File: config.mk
export PLATFORM = sky130hd
export DESIGN_NAME = rh_port_status
export DESIGN_NICKNAME = d
export VERILOG_FILES = /design/src/rtl/rhp_pkg.sv /design/src/rtl/rhp_reset_timer.sv /design/src/rtl/rhp_change_flags.sv /design/src/rtl/rhp_link_state.sv /design/src/rtl/rh_port_status.sv
export SDC_FILE = /design/constraint.sdc
export NUM_CORES = 1
export LEC_CHECK = 0
export CAP_MARGIN = 0
export CORE_UTILIZATION = 50
export CTS_CLUSTER_SIZE = 30
export DETAILED_ROUTE_END_ITERATION = 10
export DONT_BUFFER_PORTS = 1
export SLEW_MARGIN = 20
export SYNTH_ARGS = -nofsm -noshare
export SYNTH_HDL_FRONTEND = slang
export SYNTH_SLANG_ARGS = --single-unit
export TNS_END_PERCENT = 20
File: constraint.sdc
create_clock -name clk -period 4.99 [get_ports clk]
set_clock_uncertainty 0.15 [all_clocks]
set_input_delay 0.499 -clock clk [delete_from_list [all_inputs] [get_ports clk]]
set_output_delay 0.499 -clock clk [all_outputs]
set_load 0.05 [all_outputs]
File: src/rtl/rhp_pkg.sv
// Package: bit positions of the port status word and the port state record.
// Assumes a 32-bit register word; positions are fixed because software decodes them.
package rhp_pkg;
    localparam int WORD_W   = 32;
    localparam int FLAG_N   = 5;

    // read meaning / write command positions
    localparam int B_CONN   = 0;   // rd connect     / wr disable
    localparam int B_ENA    = 1;   // rd enable      / wr enable
    localparam int B_SUSP   = 2;   // rd suspend     / wr suspend
    localparam int B_OVC    = 3;   // rd overcurrent / wr resume
    localparam int B_RST    = 4;   // rd in reset    / wr start reset
    localparam int B_PWR    = 8;   // rd power       / wr power on
    localparam int B_LOWSPD = 9;   // rd low speed   / wr power off
    localparam int B_FLAG0  = 16;  // first change flag

    // change flag order inside the flag group
    localparam int F_CONN = 0;
    localparam int F_ENA  = 1;
    localparam int F_SUSP = 2;
    localparam int F_OVC  = 3;
    localparam int F_RST  = 4;

    typedef struct packed {
        logic conn;
        logic ena;
        logic susp;
        logic ovc;
        logic rst;
        logic pwr;
        logic lowspd;
    } port_state_t;
endpackage

File: src/rtl/rhp_reset_timer.sv
// Module: counts timebase ticks while a bus reset runs and flags the ending tick.
// Assumes start and active are never high together; a limit of 0 acts as 1.
module rhp_reset_timer #(
    parameter int TICK_W = 8
) (
    input  logic              clk,
    input  logic              rst_n,
    input  logic              start,
    input  logic              active,
    input  logic              tick,
    input  logic [TICK_W-1:0] limit,
    output logic              expire
);
    localparam int CNT_W = TICK_W + 1;

    logic [CNT_W-1:0] count;
    logic [CNT_W-1:0] limit_eff;
    logic [CNT_W-1:0] count_inc;

    // effective limit and the count after this tick
    always_comb begin
        limit_eff = (limit == '0) ? CNT_W'(1) : {1'b0, limit};
        count_inc = count + CNT_W'(1);
        expire    = active && tick && (count_inc >= limit_eff);
    end

    // tick counter, cleared at reset start
    always_ff @(posedge clk) begin
        if (!rst_n || start)
            count <= '0;
        else if (active && tick && !expire)
            count <= count_inc;
    end
endmodule

File: src/rtl/rhp_change_flags.sv
// Module: sticky change flags; an event sets a flag, a one written clears it.
// Assumes an event in the same cycle as a clear keeps the flag set.
module rhp_change_flags #(
    parameter int N = 5
) (
    input  logic         clk,
    input  logic         rst_n,
    input  logic [N-1:0] event_in,
    input  logic [N-1:0] clr,
    output logic [N-1:0] flags
);
    for (genvar i = 0; i < N; i++) begin : g_flag
        // one sticky bit per tracked state
        always_ff @(posedge clk) begin
            if (!rst_n)
                flags[i] <= 1'b0;
            else if (event_in[i])
                flags[i] <= 1'b1;
            else if (clr[i])
                flags[i] <= 1'b0;
        end
    end
endmodule

File: src/rtl/rhp_link_state.sv
// Module: port state bits and their change events, driven by write commands
// and port inputs. Assumes inputs are already synchronous to clk.
module rhp_link_state
    import rhp_pkg::*;
(
    input  logic        clk,
    input  logic        rst_n,
    input  logic        wr_en,
    input  logic [WORD_W-1:0] wr_data,
    input  logic        dev_connect,
    input  logic        dev_low_speed,
    input  logic        port_overcurrent,
    input  logic        timer_expire,
    input  logic        reset_done,
    output logic        reset_start,
    output port_state_t st,
    output logic [FLAG_N-1:0] events
);
    port_state_t nx;
    logic cmd_dis, cmd_ena, cmd_susp, cmd_resume, cmd_reset, cmd_pon, cmd_poff;
    logic reset_end;

    // decode write commands
    always_comb begin
        cmd_dis    = wr_en && wr_data[B_CONN];
        cmd_ena    = wr_en && wr_data[B_ENA];
        cmd_susp   = wr_en && wr_data[B_SUSP];
        cmd_resume = wr_en && wr_data[B_OVC];
        cmd_reset  = wr_en && wr_data[B_RST];
        cmd_pon    = wr_en && wr_data[B_PWR];
        cmd_poff   = wr_en && wr_data[B_LOWSPD];
    end

    // next-state evaluation with command priorities
    always_comb begin
        reset_end   = st.rst && (!dev_connect || reset_done || timer_expire);
        reset_start = cmd_reset && st.conn && dev_connect && !st.rst;

        nx.conn   = dev_connect;
        nx.ovc    = port_overcurrent;
        nx.lowspd = dev_low_speed && dev_connect;

        if (!dev_connect)             nx.ena = 1'b0;
        else if (reset_end)           nx.ena = 1'b1;
        else if (cmd_dis)             nx.ena = 1'b0;
        else if (cmd_ena && st.conn)  nx.ena = 1'b1;
        else                          nx.ena = st.ena;

        if (!nx.ena)                  nx.susp = 1'b0;
        else if (cmd_resume)          nx.susp = 1'b0;
        else if (cmd_susp && st.ena)  nx.susp = 1'b1;
        else                          nx.susp = st.susp;

        if (st.rst)                   nx.rst = !reset_end;
        else                          nx.rst = reset_start;

        if (cmd_poff)                 nx.pwr = 1'b0;
        else if (cmd_pon)             nx.pwr = 1'b1;
        else                          nx.pwr = st.pwr;
    end

    // change events: any transition, or the end of a reset
    always_comb begin
        events         = '0;
        events[F_CONN] = nx.conn != st.conn;
        events[F_ENA]  = nx.ena  != st.ena;
        events[F_SUSP] = nx.susp != st.susp;
        events[F_OVC]  = nx.ovc  != st.ovc;
        events[F_RST]  = reset_end;
    end

    // state register
    always_ff @(posedge clk) begin
        if (!rst_n)
            st <= '0;
        else
            st <= nx;
    end
endmodule

File: src/rtl/rh_port_status.sv
// Module: root hub port status/control register top. Assembles the status word
// from the state bits and change flags and drives the port power and reset.
// Assumes one port, a 32-bit word and synchronous port inputs.
module rh_port_status
    import rhp_pkg::*;
#(
    parameter int TICK_W = 8
) (
    input  logic              clk,
    input  logic              rst_n,
    input  logic              wr_en,
    input  logic [31:0]       wr_data,
    output logic [31:0]       rd_data,
    input  logic              dev_connect,
    input  logic              dev_low_speed,
    input  logic              port_overcurrent,
    input  logic              timer_tick,
    input  logic              reset_done,
    input  logic [TICK_W-1:0] cfg_reset_ticks,
    output logic              port_power_en,
    output logic              port_reset_drive
);
    port_state_t       st;
    logic [FLAG_N-1:0] events;
    logic [FLAG_N-1:0] flags;
    logic [FLAG_N-1:0] flag_clr;
    logic              reset_start;
    logic              timer_expire;

    rhp_link_state u_state (
        .clk              (clk),
        .rst_n            (rst_n),
        .wr_en            (wr_en),
        .wr_data          (wr_data),
        .dev_connect      (dev_connect),
        .dev_low_speed    (dev_low_speed),
        .port_overcurrent (port_overcurrent),
        .timer_expire     (timer_expire),
        .reset_done       (reset_done),
        .reset_start      (reset_start),
        .st               (st),
        .events           (events)
    );

    rhp_reset_timer #(.TICK_W(TICK_W)) u_timer (
        .clk    (clk),
        .rst_n  (rst_n),
        .start  (reset_start),
        .active (st.rst),
        .tick   (timer_tick),
        .limit  (cfg_reset_ticks),
        .expire (timer_expire)
    );

    // write-one-to-clear strobes for the flag group
    always_comb begin
        flag_clr = wr_en ? wr_data[B_FLAG0 +: FLAG_N] : '0;
    end

    rhp_change_flags #(.N(FLAG_N)) u_flags (
        .clk      (clk),
        .rst_n    (rst_n),
        .event_in (events),
        .clr      (flag_clr),
        .flags    (flags)
    );

    // status word assembly
    always_comb begin
        rd_data                       = '0;
        rd_data[B_CONN]               = st.conn;
        rd_data[B_ENA]                = st.ena;
        rd_data[B_SUSP]               = st.susp;
        rd_data[B_OVC]                = st.ovc;
        rd_data[B_RST]                = st.rst;
        rd_data[B_PWR]                = st.pwr;
        rd_data[B_LOWSPD]             = st.lowspd;
        rd_data[B_FLAG0 +: FLAG_N]    = flags;
        port_power_en                 = st.pwr;
        port_reset_drive              = st.rst;
    end
endmodule

# --- After elaboration in Yosys (flattened, before gate mapping) ---
# Index checks and enable logic that the tools add are counted.
totals:
  register_bits: 21
  input_bits: 48
  wordCells: 72
  out_inout_bits: 34
op_classes:
  add_sub_neg: 1
  mux: 20
  reduce_logical: 32
  magnitude_cmp: 1
  bitwise: 1
  eq_ne: 4
ops:
  columns: ["cell", "n"]
  rows:
  - ["$mux W1", 18]
  - ["$logic_and A1 B1 Y1", 17]
  - ["$reduce_bool A2 Y1", 5]
  - ["$add A9 B1 Y9 const B", 1]
  - ["$ge A9 B9 Y1", 1]
  - ["$logic_not A8 Y1", 1]
  - ["$mux W8", 1]
  - ["$logic_not A1 Y1", 5]
  - ["$mux W5", 1]
  - ["$ne A1 B1 Y1", 4]
  - ["$logic_or A1 B1 Y1", 3]
  - ["$reduce_or A2 Y1", 1]
  - ["$not A1 Y1", 1]

# --- Depth between registers and ports, before layout ---
depth:
  word_depth: 11
  mapped_depth: 11
  depth_no_buf: 11

# --- Cells and area by module ---
# Synthesis repeated with hierarchy kept, for this count alone.
hier_totals:
  cells_unflattened: 176
  area_unflattened_um2: 1539.0
modules_own_cells:
  columns: ["mod", "seq_area_each_um2", "area_per_inst_um2", "cells_per_inst", "n_inst"]
  rows:
  - ["rhp_reset_timer", 180.2, 804.5, 98, 1]
  - ["rhp_link_state", 140.1, 327.8, 35, 1]
  - ["rhp_change_flags", 100.1, 206.4, 15, 1]
  - ["rh_port_status", 0.0, 200.2, 28, 1]

# --- Worst setup path after synthesis ---
# OpenSTA, ideal clock, no wires.
synth_path:
  path_kind: "reg-to-reg"
  startpoint: "reg u_timer.count[0]"
  endpoint: "reg u_flags.flags[2]"
  setup_ns: 0.120
  setup_slack_ns: 1.856
  period_less_slack_ns: 3.134
  path_stages_with_launch: 12
  required_ns: 4.720
  n_path_buf: 0
  t_arrival_ns: 2.864
  path_cell_list: "dfxtp_1 ha_1 and3_1 and3_1 xor2_1 ha_1 a211oi_2 o211a_2 o211ai_4 o41a_1 and3_1 o31a_1"
synth_via:
  elab_chain_cells: 10
  word_cells_on_any_way: 11
  classes_between: "add/sub: 1; order compare: 1; eq/ne: 1; mux: 4; reduce/logical: 4"
synth_rtl:
  columns: ["item", "line_no", "rtl"]
  rows:
  - ["from (decl)", "rhp_reset_timer.sv:16", "logic [CNT_W-1:0] count;"]
  - ["from (signal assigned)", "rhp_reset_timer.sv:32", "count <= count_inc;"]
  - ["$add A9 B1 Y9 (*)", "rhp_reset_timer.sv:23", "count_inc = count + CNT_W'(1);"]
  - ["via u_timer.count_inc[6]", "rhp_reset_timer.sv:18", "logic [CNT_W-1:0] count_inc;"]
  - ["$ge A9 B9 Y1 (*)", "rhp_reset_timer.sv:24", "expire = active && tick && (count_inc >= limit_eff);"]
  - ["$logic_and A1 B1 Y1 (*)", "rhp_reset_timer.sv:24", null]
  - ["$logic_or A1 B1 Y1 (*)", "rhp_link_state.sv:36", "reset_end = st.rst && (!dev_connect || reset_done || timer_expire);"]
  - ["$logic_and A1 B1 Y1 (*)", "rhp_link_state.sv:36", null]
  - ["$mux W1 (*)", "rhp_link_state.sv:44", "else if (reset_end) nx.ena = 1'b1;"]
  - ["$mux W1 (*)", "rhp_link_state.sv:43", "if (!dev_connect) nx.ena = 1'b0;"]
  - ["$mux W1 (*)", "rhp_link_state.sv:49", "if (!nx.ena) nx.susp = 1'b0;"]
  - ["$ne A1 B1 Y1 (*)", "rhp_link_state.sv:67", "events[F_SUSP] = nx.susp != st.susp;"]
  - ["$mux W1 / $reduce_bool A2 Y1 (equally long branches)", null, null]
  - ["to (signal, indexed assignment)", "rhp_change_flags.sv:16", "flags[i] <= 1'b0;"]
  - ["to (signal, indexed assignment)", "rhp_change_flags.sv:18", "flags[i] <= 1'b1;"]
  - ["to (signal, indexed assignment)", "rhp_change_flags.sv:20", "flags[i] <= 1'b0;"]
  - ["to (decl)", "rhp_change_flags.sv:10", "output logic [N-1:0] flags"]
# Mark *: on every way through the listed nets, which the timed path passes. The rest lies on a longest branch.
# A chain may end at the register's enable or synchronous reset.

# --- Worst setup path in the final report ---
# Ends and elaborated chain as after synthesis.

==> reports/qor.tcl <==
set qor(max-slew-margin-rel) 0.272
set qor(finalSetupViolCount) 0
set qor(post_cts_buffers) 0
set qor(fillerInstances) 275
set qor(floorplan.die.height_um) 55.6
set qor(first_global_vias) 1103
set qor(clock_tree.root_cell) {sky130_fd_sc_hd__clkbuf_4}
set qor(routed_antenna_nets) 0
set qor(post_dp_cell_area_mm2) 0.00138
set qor(mostFrequentLayoutCell) {sky130_fd_sc_hd__dfxtp_1}
set qor(ys_seq_area_frac) 0.292
set qor(syn_avg_cell_area_um2) 8.46
set qor(crit_arrival_ps) 3390
set qor(power_share_of_the_combinational_group) 0.166
set qor(final_period_minus_worst_setup_slack_ps) 3340
set qor(p_switching_uw) 111
set qor(synth.yosys.warnings) 0
set qor(swShare) 0.343
set qor(worst-slew-pin-transition_ps) 1090
set qor(vias_per_cell) 5.44
set qor(fin_cells) 200
set qor(critPathKind) {flip-flop to flip-flop}
set qor(drt_drc_violations_left) 0
set qor(detailedPlacementHpwl_mm) 2.08
set qor(grt_use_total) 0.184
set qor(synth_cells) 170
set qor(flow.area_growth_from_synthesis_pct) -2.52
set qor(rr_endpoint) {u_flags.flags[2]}
set qor(placement_rows) 19
set qor(final_cell_mix) {sky130_fd_sc_hd__dfxtp_1 (21), sky130_fd_sc_hd__conb_1 (20), sky130_fd_sc_hd__nand2_1 (16)}
set qor(synth.cell_area_mm2) 0.00144
set qor(leakage_uw) 0.000634
set qor(final_min_period_over_clock_period) 0.670
set qor(r2r-start) {u_timer.count[0]}
set qor(io_pins) 82
set qor(core_footprint_mm2) 0.00273
set qor(drtPass1Iterations) 4
set qor(number_of_max_cap_violations) 0
set qor(vdd_drop_max_mv) 0.181
set qor(power.density_mw_per_mm2) 230
set qor(tritoncts) {done}
set qor(cp-start-kind) {flip-flop}
set qor(setup_repair_after_global_routing_missed_its_margin) {false}
set qor(gpl.final_weighted_congestion) 0.812
set qor(grt_first_pass_wirelength_mm) 4.51
set qor(gr-total-overflow) 0
set qor(drt-total-wl_mm) 2.53
set qor(hold_start) {rst_n}
set qor(cp-end-kind) {flip-flop}
set qor(ctsHoldBuffers) 0
set qor(dominant_combinational_cell_family_by_area_after_synthesis) {compound AO/OA/AOI/OAI gates}
set qor(yosys-mux-area-fraction) 0.0139
set qor(cts_htree_levels) 1
set qor(reg2regPathDepth) 11
set qor(placed_cells) 196
set qor(antenna_found_initial) 0
set qor(wire_per_inst_um) 12.6
set qor(min_path_cells) 1
set qor(final_nets) 227
set qor(fin_tns_setup_ps) 0
set qor(timing.hold.worst_endpoint) {u_flags.flags[4]}
set qor(final_cell_area_mm2) 0.00140
set qor(flop_to_flop_setup_slack_ps) 1650
set qor(worst_hold_slack_ps) 155
set qor(synth_adder_area_share) 0.0783
set qor(initial_cell_density_of_the_core) 0.526
set qor(simple_logic_cell_fraction_of_the_synthesized_area) 0.191
set qor(outcome) {finished, final reports clean}
set qor(crit_path_max_fanout) 6
set qor(placement.io_buffers) 0
set qor(worstSkewPairLatency_ps) 300
set qor(hold_class) {input pin to flip-flop}
set qor(synth-compound-area-share) 0.205
set qor(timing_hold_violations_final) 0
set qor(die_w_um) 55.6
set qor(drv_slew) 0
set qor(antenna_cells) 0
set qor(synth-seq-cells) 21
set qor(fmaxAchievable_ghz) 0.299
set qor(fp.dieArea_mm2) 0.00310
set qor(cts_sinks) 21
set qor(power.sequential.fraction) 0.587
set qor(cts.clk_slew.worst_paths_ps) 110
set qor(cts_resized) 0
set qor(starting_drc_count_in_detailed_routing) 11
set qor(grt_start_max_net_pins) 13
set qor(clockBufferDepth) 2
set qor(cts_inserted_buffers) 3
set qor(detailroute.via_count) 1088
set qor(worst_path_required_ps) 5040
set qor(synth_xor_xnor_area_share) 0.0730
set qor(p_int_uw) 212
set qor(clock_power_share) 0.247
set qor(yosysUniqueCellTypes) 39
set qor(drive_above_1_share) 0.0651
-- area by class of cell --
class	instances	area (µm²)	area share
Multi-Input combinational cell	135	883	0.630
Clock buffer	4	26.3	0.0187
Tap cell	31	38.8	0.0277
Inverter	9	33.8	0.0241
Sequential cell	21	420	0.300
-- worst max-delay path, cell delays in order, from the launching register on --
cell and delay (ps):
sky130_fd_sc_hd__dfxtp_1 420, sky130_fd_sc_hd__ha_1 250, sky130_fd_sc_hd__and3_1 260, sky130_fd_sc_hd__and3_1 240, sky130_fd_sc_hd__xor2_1 170, sky130_fd_sc_hd__ha_1 290
sky130_fd_sc_hd__a211oi_2 220, sky130_fd_sc_hd__o211a_2 240, sky130_fd_sc_hd__o211ai_4 130, sky130_fd_sc_hd__o41a_1 430, sky130_fd_sc_hd__and3_1 190, sky130_fd_sc_hd__o31a_1 260
-- how the worst max path moves through the flow --
stage	cells after the start	to	slack, ps	startpoint
floorplan	11	u_flags.flags[2]	1860	u_timer.count[0]
global placement	11	u_flags.flags[2]	1640	u_timer.count[0]
detailed placement	11	u_flags.flags[2]	1640	u_timer.count[0]
CTS	11	u_flags.flags[2]	1620	u_timer.count[0]
global route	11	u_flags.flags[2]	1460	u_timer.count[0]
finish	11	u_flags.flags[2]	1650	u_timer.count[0]
-- through the flow --
stage	utilization	total power (µW)	setup slack [ps]
after floorplan	-	257	1860
after global placement	0.503	245	1640
after detailed placement	0.503	246	1640
after CTS	0.513	327	1620
after global routing	0.513	339	1460
final	0.513	322	1650
-- power groups by stage --
stage | clock [µW] | combinational (µW) | sequential (µW)
CTS | 83.8 | 53.6 | 189
finish | 79.6 | 53.6 | 189
floorplan | 0 | 66.4 | 190
global placement | 0 | 52.3 | 193
detailed placement | 0 | 53.5 | 193
global route | 91.6 | 57.8 | 190
-- registers in the layout, summed over array words and instances, names as in the netlist --
signal	count
u_timer.count	9
u_flags.flags	5
u_state.st	7
-- Yosys cell counts --
| master | instances | share of area |
|---|---|---|
| sky130_fd_sc_hd__nand4_1 | 4 | 0.017 |
| sky130_fd_sc_hd__o31ai_2 | 1 | 0.0087 |
| sky130_fd_sc_hd__nor2_1 | 11 | 0.029 |
| sky130_fd_sc_hd__or3_1 | 1 | 0.0044 |
| sky130_fd_sc_hd__ha_1 | 9 | 0.078 |
| sky130_fd_sc_hd__o21ai_1 | 1 | 0.0035 |
| sky130_fd_sc_hd__nand2b_1 | 3 | 0.013 |
| sky130_fd_sc_hd__o211a_1 | 1 | 0.0070 |
| sky130_fd_sc_hd__xor2_1 | 6 | 0.037 |
| sky130_fd_sc_hd__inv_1 | 9 | 0.023 |
| sky130_fd_sc_hd__a21oi_1 | 11 | 0.038 |
| sky130_fd_sc_hd__o21ba_2 | 1 | 0.0070 |
| sky130_fd_sc_hd__mux2i_1 | 2 | 0.014 |
| sky130_fd_sc_hd__dfxtp_1 | 21 | 0.29 |
| sky130_fd_sc_hd__a211oi_2 | 1 | 0.0087 |
| sky130_fd_sc_hd__o211a_2 | 1 | 0.0070 |
| sky130_fd_sc_hd__a21boi_0 | 2 | 0.010 |
| sky130_fd_sc_hd__o211ai_4 | 1 | 0.015 |
| sky130_fd_sc_hd__nand2_1 | 16 | 0.042 |
| sky130_fd_sc_hd__nor4_1 | 3 | 0.013 |
| sky130_fd_sc_hd__conb_1 | 1 | 0.0026 |
| sky130_fd_sc_hd__and2_0 | 1 | 0.0044 |
| sky130_fd_sc_hd__and3_1 | 4 | 0.017 |
| sky130_fd_sc_hd__o41a_1 | 1 | 0.0078 |
| sky130_fd_sc_hd__xnor2_1 | 6 | 0.037 |
| sky130_fd_sc_hd__o21a_1 | 5 | 0.026 |
| sky130_fd_sc_hd__o21ai_2 | 2 | 0.012 |
| sky130_fd_sc_hd__clkbuf_1 | 2 | 0.0052 |
| sky130_fd_sc_hd__buf_4 | 22 | 0.11 |
| sky130_fd_sc_hd__a31oi_1 | 2 | 0.0087 |
| sky130_fd_sc_hd__a41o_1 | 1 | 0.0070 |
| sky130_fd_sc_hd__nor2b_1 | 4 | 0.017 |
| sky130_fd_sc_hd__a21boi_1 | 2 | 0.010 |
| sky130_fd_sc_hd__o21ai_0 | 1 | 0.0035 |
| sky130_fd_sc_hd__and2_1 | 2 | 0.0087 |
| sky130_fd_sc_hd__nand3_1 | 4 | 0.014 |
| sky130_fd_sc_hd__o31a_1 | 1 | 0.0061 |
| sky130_fd_sc_hd__a31o_1 | 3 | 0.018 |
| sky130_fd_sc_hd__nor3_4 | 1 | 0.011 |
-- metal layers --
metal  part of all wire  track usage
met5                  0            0
met4              0.015       0.0857
met3              0.055       0.0349
met2               0.51        0.336
met1               0.42        0.204
-- cells by family (layout without fill, tap and decap cells) --
kind of cell / count (synthesis) / after routing
and+or+nand+nor: 54 / 54
AOI/OAI and AO/OA: 38 / 38
buffers and inverters: 33 / 13
DFF: 21 / 21
xor gates and xnor gates: 12 / 12
adders and majority gates: 9 / 9
muxes: 2 / 2
other: 1 / 20
Note: power is estimated with default switching activity, not from simulation.
